$ cat config.mk
export PLATFORM = sky130hd
export DESIGN_NAME = sdh_irq_regs
export DESIGN_NICKNAME = d
export VERILOG_FILES = /design/src/rtl/sdh_irq_pkg.sv /design/src/rtl/sdh_irq_decode.sv /design/src/rtl/sdh_irq_latch.sv /design/src/rtl/sdh_irq_bitreg.sv /design/src/rtl/sdh_irq_regs.sv
export SDC_FILE = /design/constraint.sdc
export NUM_CORES = 1
export LEC_CHECK = 0
export BUFFER_PORTS_ARGS = -buffer_cell sky130_fd_sc_hd__buf_2
export CAP_MARGIN = 0
export CORE_UTILIZATION = 45
export CTS_BUF_LIST = sky130_fd_sc_hd__clkbuf_4 sky130_fd_sc_hd__clkbuf_8
export DETAILED_ROUTE_END_ITERATION = 10
export PLACE_DENSITY = 0.78
export SLEW_MARGIN = 20
export SYNTH_ARGS = -nofsm -noshare
export SYNTH_HDL_FRONTEND = slang
export SYNTH_SLANG_ARGS = --single-unit
$ cat constraint.sdc
create_clock -name clk -period 3.15 [get_ports clk]
set_input_delay 0.4725 -clock clk [delete_from_list [all_inputs] [get_ports clk]]
set_output_delay 0.4725 -clock clk [all_outputs]
set_load 0.02 [all_outputs]
$ cat src/rtl/sdh_irq_pkg.sv
package sdh_irq_pkg;

    localparam int STAT_W = 32;
    localparam int HALF_W = 16;

    localparam int EV_CMD_DONE = 0;
    localparam int EV_DATA_END = 2;
    localparam int EV_CARD_OUT = 3;
    localparam int EV_CARD_IN  = 4;
    localparam int EV_WPROT    = 7;
    localparam int EV_CMD_TMO  = 8;
    localparam int EV_CRC_ERR  = 9;
    localparam int EV_RX_OVF   = 10;
    localparam int EV_TX_UND   = 11;
    localparam int EV_RX_RDY   = 16;
    localparam int EV_TX_REQ   = 17;
    localparam int IO_CARD_INT = 0;

    function automatic logic [STAT_W-1:0] bitv(input int pos);
        return STAT_W'(1) << pos;
    endfunction

    localparam logic [STAT_W-1:0] EVT_LATCH =
        bitv(EV_CMD_DONE) | bitv(EV_DATA_END) | bitv(EV_CARD_OUT) |
        bitv(EV_CARD_IN)  | bitv(EV_CMD_TMO)  | bitv(EV_CRC_ERR)  |
        bitv(EV_RX_OVF)   | bitv(EV_TX_UND)   | bitv(EV_RX_RDY)   |
        bitv(EV_TX_REQ);

    localparam logic [HALF_W-1:0] IO_LATCH = HALF_W'(1) << IO_CARD_INT;

    localparam int OFS_STAT    = 'h1C;
    localparam int OFS_MASK    = 'h20;
    localparam int OFS_IO_STAT = 'h36;
    localparam int OFS_IO_MASK = 'h38;

    typedef enum logic [2:0] {
        SLOT_NONE,
        SLOT_STAT_LO,
        SLOT_STAT_HI,
        SLOT_MASK_LO,
        SLOT_MASK_HI,
        SLOT_IO_STAT,
        SLOT_IO_MASK
    } slot_e;

    typedef struct packed {
        logic stat_lo;
        logic stat_hi;
        logic mask_lo;
        logic mask_hi;
        logic io_stat;
        logic io_mask;
    } slot_hit_t;

    function automatic logic [STAT_W-1:0] spread(input logic lo, input logic hi,
                                                 input logic [HALF_W-1:0] d);
        return {(hi ? d : '0), (lo ? d : '0)};
    endfunction

endpackage

$ cat src/rtl/sdh_irq_decode.sv
module sdh_irq_decode
    import sdh_irq_pkg::*;
#(
    parameter int ADDR_W    = 8,
    parameter int BUS_SHIFT = 0
) (
    input  logic              reg_sel,
    input  logic              reg_we,
    input  logic [ADDR_W-1:0] reg_addr,
    output slot_e             rd_slot,
    output slot_hit_t         wr_hit
);
    localparam logic [ADDR_W-1:0] A_STAT_LO = ADDR_W'(OFS_STAT << BUS_SHIFT);
    localparam logic [ADDR_W-1:0] A_STAT_HI = ADDR_W'((OFS_STAT + 2) << BUS_SHIFT);
    localparam logic [ADDR_W-1:0] A_MASK_LO = ADDR_W'(OFS_MASK << BUS_SHIFT);
    localparam logic [ADDR_W-1:0] A_MASK_HI = ADDR_W'((OFS_MASK + 2) << BUS_SHIFT);
    localparam logic [ADDR_W-1:0] A_IO_STAT = ADDR_W'(OFS_IO_STAT << BUS_SHIFT);
    localparam logic [ADDR_W-1:0] A_IO_MASK = ADDR_W'(OFS_IO_MASK << BUS_SHIFT);

    logic wr_go;

    always_comb begin
        case (reg_addr)
            A_STAT_LO: rd_slot = SLOT_STAT_LO;
            A_STAT_HI: rd_slot = SLOT_STAT_HI;
            A_MASK_LO: rd_slot = SLOT_MASK_LO;
            A_MASK_HI: rd_slot = SLOT_MASK_HI;
            A_IO_STAT: rd_slot = SLOT_IO_STAT;
            A_IO_MASK: rd_slot = SLOT_IO_MASK;
            default:   rd_slot = SLOT_NONE;
        endcase
    end

    assign wr_go = reg_sel && reg_we;

    always_comb begin
        wr_hit.stat_lo = wr_go && (rd_slot == SLOT_STAT_LO);
        wr_hit.stat_hi = wr_go && (rd_slot == SLOT_STAT_HI);
        wr_hit.mask_lo = wr_go && (rd_slot == SLOT_MASK_LO);
        wr_hit.mask_hi = wr_go && (rd_slot == SLOT_MASK_HI);
        wr_hit.io_stat = wr_go && (rd_slot == SLOT_IO_STAT);
        wr_hit.io_mask = wr_go && (rd_slot == SLOT_IO_MASK);
    end
endmodule

$ cat src/rtl/sdh_irq_latch.sv
module sdh_irq_latch #(
    parameter int              WIDTH = 32,
    parameter logic [WIDTH-1:0] LATCH = '1
) (
    input  logic             clk,
    input  logic             rst,
    input  logic [WIDTH-1:0] set,
    input  logic [WIDTH-1:0] clr,
    output logic [WIDTH-1:0] q
);
    for (genvar i = 0; i < WIDTH; i++) begin : g_bit
        if (LATCH[i]) begin : g_ff
            always_ff @(posedge clk) begin
                if (rst)         q[i] <= 1'b0;
                else if (set[i]) q[i] <= 1'b1;
                else if (clr[i]) q[i] <= 1'b0;
            end
        end else begin : g_zero
            assign q[i] = 1'b0;
        end
    end
endmodule

$ cat src/rtl/sdh_irq_bitreg.sv
module sdh_irq_bitreg #(
    parameter int               WIDTH   = 32,
    parameter logic [WIDTH-1:0] RST_VAL = '1
) (
    input  logic             clk,
    input  logic             rst,
    input  logic [WIDTH-1:0] wr_en,
    input  logic [WIDTH-1:0] wr_val,
    output logic [WIDTH-1:0] q
);
    always_ff @(posedge clk) begin
        if (rst) q <= RST_VAL;
        else     q <= (q & ~wr_en) | (wr_val & wr_en);
    end
endmodule

$ cat src/rtl/sdh_irq_regs.sv
module sdh_irq_regs
    import sdh_irq_pkg::*;
#(
    parameter int ADDR_W    = 8,
    parameter int BUS_SHIFT = 0
) (
    input  logic              clk,
    input  logic              rst,
    input  logic              reg_sel,
    input  logic              reg_we,
    input  logic [ADDR_W-1:0] reg_addr,
    input  logic [15:0]       reg_wdata,
    output logic [15:0]       reg_rdata,
    input  logic [31:0]       evt_set,
    input  logic              wp_level,
    input  logic              io_card_irq,
    output logic              irq_n
);
    localparam logic [ADDR_W-1:0] STAT_LO_A = ADDR_W'(OFS_STAT << BUS_SHIFT);

    slot_e              rd_slot;
    slot_hit_t          wr_hit;
    logic [STAT_W-1:0]  clr_stat;
    logic [STAT_W-1:0]  stat_lat;
    logic [STAT_W-1:0]  stat_view;
    logic [STAT_W-1:0]  mask_q;
    logic [STAT_W-1:0]  mask_wen;
    logic [HALF_W-1:0]  io_clr;
    logic [HALF_W-1:0]  io_stat;
    logic [HALF_W-1:0]  io_mask;
    logic               pend_main;
    logic               pend_io;

    sdh_irq_decode #(.ADDR_W(ADDR_W), .BUS_SHIFT(BUS_SHIFT)) u_dec (
        .reg_sel (reg_sel),
        .reg_we  (reg_we),
        .reg_addr(reg_addr),
        .rd_slot (rd_slot),
        .wr_hit  (wr_hit)
    );

    assign clr_stat = spread(wr_hit.stat_lo, wr_hit.stat_hi, ~reg_wdata);

    sdh_irq_latch #(.WIDTH(STAT_W), .LATCH(EVT_LATCH)) u_stat (
        .clk(clk), .rst(rst), .set(evt_set), .clr(clr_stat), .q(stat_lat)
    );

    assign mask_wen = spread(wr_hit.mask_lo, wr_hit.mask_hi, '1);

    sdh_irq_bitreg #(.WIDTH(STAT_W), .RST_VAL('1)) u_mask (
        .clk(clk), .rst(rst), .wr_en(mask_wen), .wr_val({reg_wdata, reg_wdata}),
        .q(mask_q)
    );

    assign io_clr = wr_hit.io_stat ? ~reg_wdata : '0;

    sdh_irq_latch #(.WIDTH(HALF_W), .LATCH(IO_LATCH)) u_io_stat (
        .clk(clk), .rst(rst), .set(HALF_W'(io_card_irq) << IO_CARD_INT),
        .clr(io_clr), .q(io_stat)
    );

    sdh_irq_bitreg #(.WIDTH(HALF_W), .RST_VAL('1)) u_io_mask (
        .clk(clk), .rst(rst), .wr_en({HALF_W{wr_hit.io_mask}}), .wr_val(reg_wdata),
        .q(io_mask)
    );

    assign stat_view = stat_lat | (STAT_W'(wp_level) << EV_WPROT);

    always_comb begin
        case (rd_slot)
            SLOT_STAT_LO: reg_rdata = stat_view[15:0];
            SLOT_STAT_HI: reg_rdata = stat_view[31:16];
            SLOT_MASK_LO: reg_rdata = mask_q[15:0];
            SLOT_MASK_HI: reg_rdata = mask_q[31:16];
            SLOT_IO_STAT: reg_rdata = io_stat;
            SLOT_IO_MASK: reg_rdata = io_mask;
            default:      reg_rdata = '0;
        endcase
    end

    assign pend_main = |(stat_view & ~mask_q);
    assign pend_io   = |(io_stat & ~io_mask);
    assign irq_n     = ~(pend_main | pend_io);
endmodule

# Word-level counts from Yosys, hierarchy flattened

Index checks and enable logic that the tools add are counted.

Bits in read-only memories: 0
Latch bits: 0
Word-level logic and storage cells: 90
Output and inout bits: 17
Memories kept: 0
Flip-flop bits (word level): 59
Input port bits: 62
RAM bits: 0

Shift operators: 0
Bitwise operators: 16
Divide/modulo/power cells: 0
Multipliers: 0
Add/subtract/negate cells: 0
Muxes and demuxes: 29
Reduce and logical (&&, ||, !) cells: 20
Eq/ne operators: 12
Magnitude comparators: 0

Operator list:

| operator                                                        | number |
|---|---|
| 16-bit case mux with 6 select lines                             | 1 |
| 32-bit bitwise AND                                              | 2 |
| 32-bit NOT                                                      | 2 |
| 16-bit bitwise AND                                              | 2 |
| 18-bit by 32-bit bitwise AND with 32-bit output                 | 1 |
| 8-bit by 6-bit == test with 1-bit output, second input constant | 4 |
| 16-bit 2-to-1 mux                                               | 2 |
| 16-bit NOT                                                      | 2 |
| 32-bit OR                                                       | 1 |
| 32-bit OR reduction                                             | 1 |
| 1-bit 2-to-1 mux                                                | 23 |
| 2-bit nonzero test                                              | 11 |
| 18-bit by 8-bit OR with 18-bit output                           | 1 |
| 3-bit case mux with 6 select lines                              | 1 |
| 1-bit by 16-bit bitwise AND with 16-bit output                  | 1 |
| 8-bit by 5-bit == test with 1-bit output, second input constant | 2 |
| 16-bit OR                                                       | 1 |
| 16-bit OR reduction                                             | 1 |
| 12-bit 2-to-1 mux                                               | 1 |
| 12-bit NOT                                                      | 1 |
| 3-bit == test, second input constant                            | 3 |
| 1-bit logical AND                                               | 7 |
| 3-bit by 2-bit == test with 1-bit output, second input constant | 2 |
| 3-bit by 1-bit == test with 1-bit output, second input constant | 1 |
| other kinds (3)                                                 | 3 |

# Longest topological paths before layout

Gate-level depths: netlist (run 1).

Depth in word-level cells: 8
Depth in mapped cells: 6
Depth with buffers taken out: 4

# Cells and area by module

A second synthesis (run 1) with hierarchy kept.

Cells, all modules: 492
Area total of the unflattened synthesis: 4,220.3 um^2

By module, submodules not included:

| module                      | sequential area each (um^2) | area each (um^2) | times used | cells each |
|---|---|---|---|---|
| sdh_irq_regs                | 0.0                         | 1,460.2          | 1          | 227 |
| sdh_irq_bitreg at u_mask    | 640.6                       | 1,157.4          | 1          | 99 |
| sdh_irq_latch at u_stat     | 200.2                       | 643.1            | 1          | 64 |
| sdh_irq_bitreg at u_io_mask | 320.3                       | 590.6            | 1          | 50 |
| sdh_irq_decode              | 0.0                         | 214.0            | 1          | 32 |
| sdh_irq_latch at u_io_stat  | 20.0                        | 155.1            | 1          | 20 |

# Worst setup path after synthesis (run 1)

OpenSTA, ideal clock, no wires.

Kind: input to output
From: in reg_addr[2]
To: out reg_rdata[1]
Stages on the path: 5
Buffers on the path: 2
Arrival time: 2,180 ps
Setup slack: 497 ps
Data required time: 2,677 ps
Cell sequence: or4b_1 > buf_6 > or3_1 > clkbuf_1 > o21ai_0

Longest elaborated chain between the ends: 4
Elaborated cells between the ends (all ways): 14
Those cells by class: eq/ne: 12; mux: 2

Ends and longest elaborated chain:

| element                                                                                              | RTL line             | RTL |
|---|---|---|
| start: declaration                                                                                   | sdh_irq_regs.sv:11   | `input logic [ADDR_W-1:0] reg_addr,` |
| 8-bit by 6-bit == test with 1-bit output or 8-bit by 5-bit == test with 1-bit output (tied branches) | sdh_irq_decode.sv:23 | `case (reg_addr)` |
| 3-bit case mux with 6 select lines (*)                                                               | sdh_irq_decode.sv:23 |  |
| 3-bit == test, or another cell as far along                                                          | sdh_irq_regs.sv:70   | `case (rd_slot)` |
| 16-bit case mux with 6 select lines (*)                                                              | sdh_irq_regs.sv:70   |  |
| end: declaration                                                                                     | sdh_irq_regs.sv:13   | `output logic [15:0] reg_rdata,` |

Every way passes the cells marked *; elsewhere a longest branch is shown, timed or not.

# Worst setup path in the final report (run 1)

From: in reg_addr[5]
To: out reg_rdata[9]

The elaborated chain is that of the path after synthesis.

==> impl_results.md, run 1 <==
- Register area share after synthesis: 43.2%
- Final Max Slew Viols: 0
- Dpl ws: 0.424 ns
- Synth top area cells: dfxtp_1 43%, nand2_1 8.5%, mux2i_1 5.9%, a21oi_1 4.4%, nor2_1 3.4%
- XOR/XNOR Fraction of Synth Area: 0%
- CTS clk-pin slew, worst paths: 0.07 ns
- Initial antenna violation count: 0
- Synthesized area per cell: 8.08 um^2
- Die W: 79.9 um
- Crit path top cell by count: buf_2
- Vias/cell: 5.49
- Max Freq: 365 MHz
- VDD IR max: 369 uV
- Core box area: 0.00589 mm^2
- WL/cell: 15.0 um
- Setup TNS: 0 ns
- Final setup viols: 0
- Number of global-route vias before repair: 2,505
- DRT Pass-1 Iters: 4
- CP Cell Sequence: buf_2 -> or4b_2 -> or2_2 -> nor2_2 -> buf_4 -> a221o_1 -> buf_2
- Final hold viol count: 0
- H-tree depth: 3
- # diodes: 0
- Seq. cell area: 0.00118 mm^2
- Rel. slew slack: 33.8%
- Mux contribution to synthesized area: 5.86%
- Area share of the largest cell type after synthesis: 43.2%
- CTS Buf Count: 9
- Lkg Pwr: 1.55 nW
- Synth Area in Compound Gates: 18.2%
- Largest stage delay, worst path: 0.72 ns
- Minimum clock period: 2.74 ns
- Hold Path Class: in2reg
- Number of top-level pins: 79
- Routability congestion estimate: 0.805
- Root Driver: clkbuf_8
- Yosys reg bits: 59
- Hpwl dp: 4860 um
- Residual DRC: 0
- Setup Crit Path Kind: in2out
- Clk_skew: 0 ns
- Filler cells: 570
- Crit path launch type: primary input
- Post-CTS Setup Inserts: 0
- Mapped cell area: 0.00273 mm^2
- Via count: 2,615
- Initial Util: 46.4%
- RSZ-0062 raised after global routing: false
- Clock net sink count: 59
- Clock Path Buffers: 2
- Most numerous cell in the Yosys netlist: nand2_1
- Post-synth cell types: 41
- Die Y: 79.9 um
- Tightest Pin Transition: 0.987 ns
- Setup ws final: 0.413 ns
- Post-Synth Simple-Gate Area: 25.4%
- Worst path arrival time: 2.26 ns
- Routed Antenna Nets: 0
- Clock Latency Late Sink: 0.34 ns
- Leading area contributor after synthesis: dfxtp_1
- Post-CTS Hold Buffers: 0
- Largest net degree at the start of global routing: 40
- Max-Cap Viols: 0
- Syn_nets: 400
- Ys async rst share: 0%
- Layout overhead on the synthesized area: 20.5%
- Critical path required time: 2.68 ns
- Adder-cell area share of the yosys netlist: 0%
- Post-Syn Instances: 338
- Critical path peak fanout: 4
- DRT iter0 DRCs: 150
- Synth Flop Type: dfxtp_1
- Final period util: 86.9%
- Overall routing resource usage: 23.7%
- GRT overflow: 0
- NumNets Final: 458
- Worst path slowest cell: or4b_2
- CTS tree: yes
- Ys Warns: 0
- Routed WL: 7130 um
- Share of cells above drive strength 1: 23.4%
- PwrDens: 472 mW/mm^2
- Resized cells post-CTS: 0
- Multi-input gate area: 0.00136 mm^2
- IO Port Bufs: 56
- Post-synth EDFFs: 0
- Post-synth top cells: 62 x nand2_1, 59 x dfxtp_1, 25 x nor2_1
- First-pass GRT wire length: 11,400 um
- Row cnt: 28
- Status: finished clean
- Crit end category: output pin
- DIE AREA: 0.00639 mm^2
- Largest family of logic cells by synthesized area: simple AND/OR/NAND/NOR gates
[metrics by stage]
| stage | util (%) | std cells | power, mW | cell area [um^2] | hold WS [ns] |
|---|---|---|---|---|---|
| final | 56.0 | 476 | 1.55 | 3290 | 0.356 |
| after floorplan | - | 338 | 0.834 | 2730 | 0.439 |
| after global routing | 56.0 | 476 | 1.60 | 3290 | 0.368 |
| after global placement | 52.7 | 460 | 0.883 | 3100 | 0.450 |
| after CTS | 56.0 | 476 | 1.56 | 3290 | 0.346 |
| after detailed placement | 52.7 | 460 | 0.885 | 3100 | 0.457 |
[cells in the final DEF, fill, tap and decap left out, types with 5 or more instances in the layout]
cell and instances:
buf_2 56, inv_1 24, a22oi_1 6, a221o_1 8, mux2i_1 16, clkbuf_8 9
or2_2 5, buf_4 12, nand3_1 16, o21ai_0 10, nor2_1 25, dfxtp_1 59
a21oi_1 24, o211ai_1 12, nor3_1 16, nand2_1 62
[cells by family (layout without fill, tap and decap cells)]
logic type             after synthesis  in the layout
and+or+nand+nor                    144            144
AOI/OAI and AO/OA                   73             73
DFF                                 59             59
buffers and inverters               46            109
muxes                               16             16
[critical path: cells and delay by family]
family	cells	cell delay (ns)
AND/OR/NAND/NOR	3	1.19
buffers and inverters	3	0.43
AO/OA/AOI/OAI	1	0.17
[final cells by class]
class / count / area share, %
clock buffers: 11 / 4.22
multi-input cells: 233 / 41.3
well taps: 75 / 2.85
clock inverters: 5 / 1.63
flip-flops and latches: 59 / 35.9
inverters: 25 / 2.85
repair buffers: 68 / 11.2
[where the power goes]
group | internal, mW | switching, mW | leakage, nW
registers | 0.757 | 0.00945 | 0.481
clock network | 0.380 | 0.304 | 0.104
logic | 0.0406 | 0.0623 | 0.965
total | 1.18 | 0.376 | 1.55
[layer usage]
metal  track usage [%]  wire [um]  share of wire, %
met1              26.8       3080                43
met3              6.63        434               6.1
met2              42.2       3540                50
met4              8.57         78               1.1
met5                 0          0                 0
[final timing paths]
path                from             end  slack, ns  cells after the start
max          reg_addr[5]    reg_rdata[9]       0.41                      7
min          io_card_irq  u_io_stat.q[0]       0.36                      3
max reg2reg  u_stat.q[0]     u_stat.q[0]       2.41                      2
min reg2reg     register        register       0.47                      2
Note: power is estimated with default switching activity, not from simulation.
==> run 2: changes to the inputs <==
--- a/config.mk
+++ b/config.mk
@@ -10,7 +10,7 @@
 export CORE_UTILIZATION = 45
 export CTS_BUF_LIST = sky130_fd_sc_hd__clkbuf_4 sky130_fd_sc_hd__clkbuf_8
 export DETAILED_ROUTE_END_ITERATION = 10
-export PLACE_DENSITY = 0.78
+export PLACE_DENSITY_LB_ADDON = 0.3
 export SLEW_MARGIN = 20
 export SYNTH_ARGS = -nofsm -noshare
 export SYNTH_HDL_FRONTEND = slang
==> run 2 against run 1 <==
Effect of this change: sequential power about the same; die area unchanged; sequential cell count is the same; utilization grew 0.085 points; worst setup slack worse by 0.0095 ns; via count down 1.4%; combinational power about the same; clock skew is the same; critical path type unchanged; highest routed layer unchanged.
==> impl_results.md, run 2 (synthesis gave the netlist of run 1 again) <==
- Routed WL: 7010 um
- Die W: 79.9 um
- Setup ws final: 0.403 ns
- Hold_ws: 0.368 ns
- Dpl cells: 457
- Commonest non-fill, non-tap cell in the layout: nand2_1
- RSZ-0062 raised after global routing: false
- Clk_skew: 0 ns
- Core box area: 0.00589 mm^2
- Share of cells above drive strength 1: 22.9%
- Most frequent cells in the layout: 62 x nand2_1, 59 x dfxtp_1, 56 x buf_2
- Residual DRC: 0
- Largest stage delay, worst path: 0.73 ns
- Hold Path Class: in2reg
- NumNets Final: 455
- Crit path top cell by count: buf_2
- Dpl ws: 0.417 ns
- Vias/cell: 5.45
- Crit end category: output pin
- Max-Cap Viols: 0
- DIE AREA: 0.00639 mm^2
- Final hold viol count: 0
- Largest net degree at the start of global routing: 40
- GRT overflow: 0
- WL/cell: 14.8 um
- Tightest Pin Transition: 1.07 ns
- Post-CTS Setup Inserts: 0
- Via count: 2,578
- VDD IR max: 396 uV
- Critical path required time: 2.68 ns
- Non-filler instance count after layout: 473
- Setup Crit Path Kind: in2out
- Lkg Pwr: 1.54 nW
- Final setup viols: 0
- IO Port Bufs: 56
- CTS Buf Count: 9
- Overall routing resource usage: 23.2%
- Hpwl dp: 4670 um
- # diodes: 0
- Status: finished clean
- Layout overhead on the synthesized area: 20.7%
- First-pass GRT wire length: 11,100 um
- Row cnt: 28
- Clock Path Buffers: 2
- Critical path peak fanout: 9
- Root Driver: clkbuf_8
- Resized cells post-CTS: 0
- CTS tree: yes
- PwrDens: 477 mW/mm^2
- Routability congestion estimate: 0.793
- Worst path slowest cell: or4b_2
- Post-CTS Hold Buffers: 0
- Clock net sink count: 59
- DRT Pass-1 Iters: 4
- Worst path arrival time: 2.27 ns
- Number of top-level pins: 79
- Final Max Slew Viols: 0
- Clock Latency Late Sink: 0.33 ns
- Setup TNS: 0 ns
- Final period util: 87.2%
- Die Y: 79.9 um
- Number of global-route vias before repair: 2,327
- CP Cell Sequence: buf_2 -> or4b_2 -> or2_2 -> nor2_2 -> buf_4 -> a221o_1 -> buf_2
- Crit path launch type: primary input
- Initial antenna violation count: 0
- Initial Util: 46.4%
- Minimum clock period: 2.75 ns
- CTS clk-pin slew, worst paths: 0.07 ns
- Routed Antenna Nets: 0
- Max Freq: 364 MHz
- H-tree depth: 3
- Rel. slew slack: 27.9%
- DRT iter0 DRCs: 165
==> run 2: changes by cell type in the layout (fill, tap and decap cells not counted), sizes merged <==
cell / previous run / this run
clkinv: 5 / 4
buf: 68 / 65
clkbuf: 11 / 12
==> run 2: stage by stage <==
stage	power, mW	utilization, %	area (um^2)
CTS	1.59	56.0	3300
finish	1.57	56.0	3300
global route	1.64	56.0	3300
global placement	0.883	52.5	3090
floorplan	0.834	-	2730
detailed placement	0.885	52.5	3090
==> run 2: final cells by class <==
cell class,instances,area (um^2)
fillers,561,2590
multi-input cells,233,1360
flip-flops and latches,59,1180
repair buffers,65,360
clock buffers,12,159
inverters,25,93.8
well taps,75,93.8
clock inverters,4,48.8
==> run 2: critical path, delay by kind of cell <==
| family | cells | cell delay [ns] |
|---|---|---|
| AO/OA/AOI/OAI | 1 | 0.19 |
| buffers and inverters | 3 | 0.46 |
| AND/OR/NAND/NOR | 3 | 1.15 |
==> run 2: power by group <==
| part | switching, mW | leakage (nW) | internal (mW) | total, mW |
|---|---|---|---|---|
| Sequential | 0.00913 | 0.481 | 0.757 | 0.766 |
| Clock | 0.288 | 0.110 | 0.416 | 0.704 |
| Combinational | 0.0637 | 0.952 | 0.0406 | 0.104 |
| Total | 0.361 | 1.54 | 1.21 | 1.57 |
==> run 2: final timing paths <==
| check | start | to | slack [ns] | cells after the start |
|---|---|---|---|---|
| max | reg_addr[5] | reg_rdata[9] | 0.40 | 7 |
| min | evt_set[9] | u_stat.q[9] | 0.37 | 3 |
| max reg2reg | u_stat.q[0] | u_stat.q[0] | 2.41 | 2 |
| min reg2reg | register | register | 0.47 | 2 |
==> run 2: metal layers <==
layer	vias to the layer above	GRT usage [%]	wire, um
met5	-	0	0
met4	0	6.79	63
met3	9	7.20	389
met2	74	38.6	3450
met1	1198	28.7	3110
li1	1297	-	-
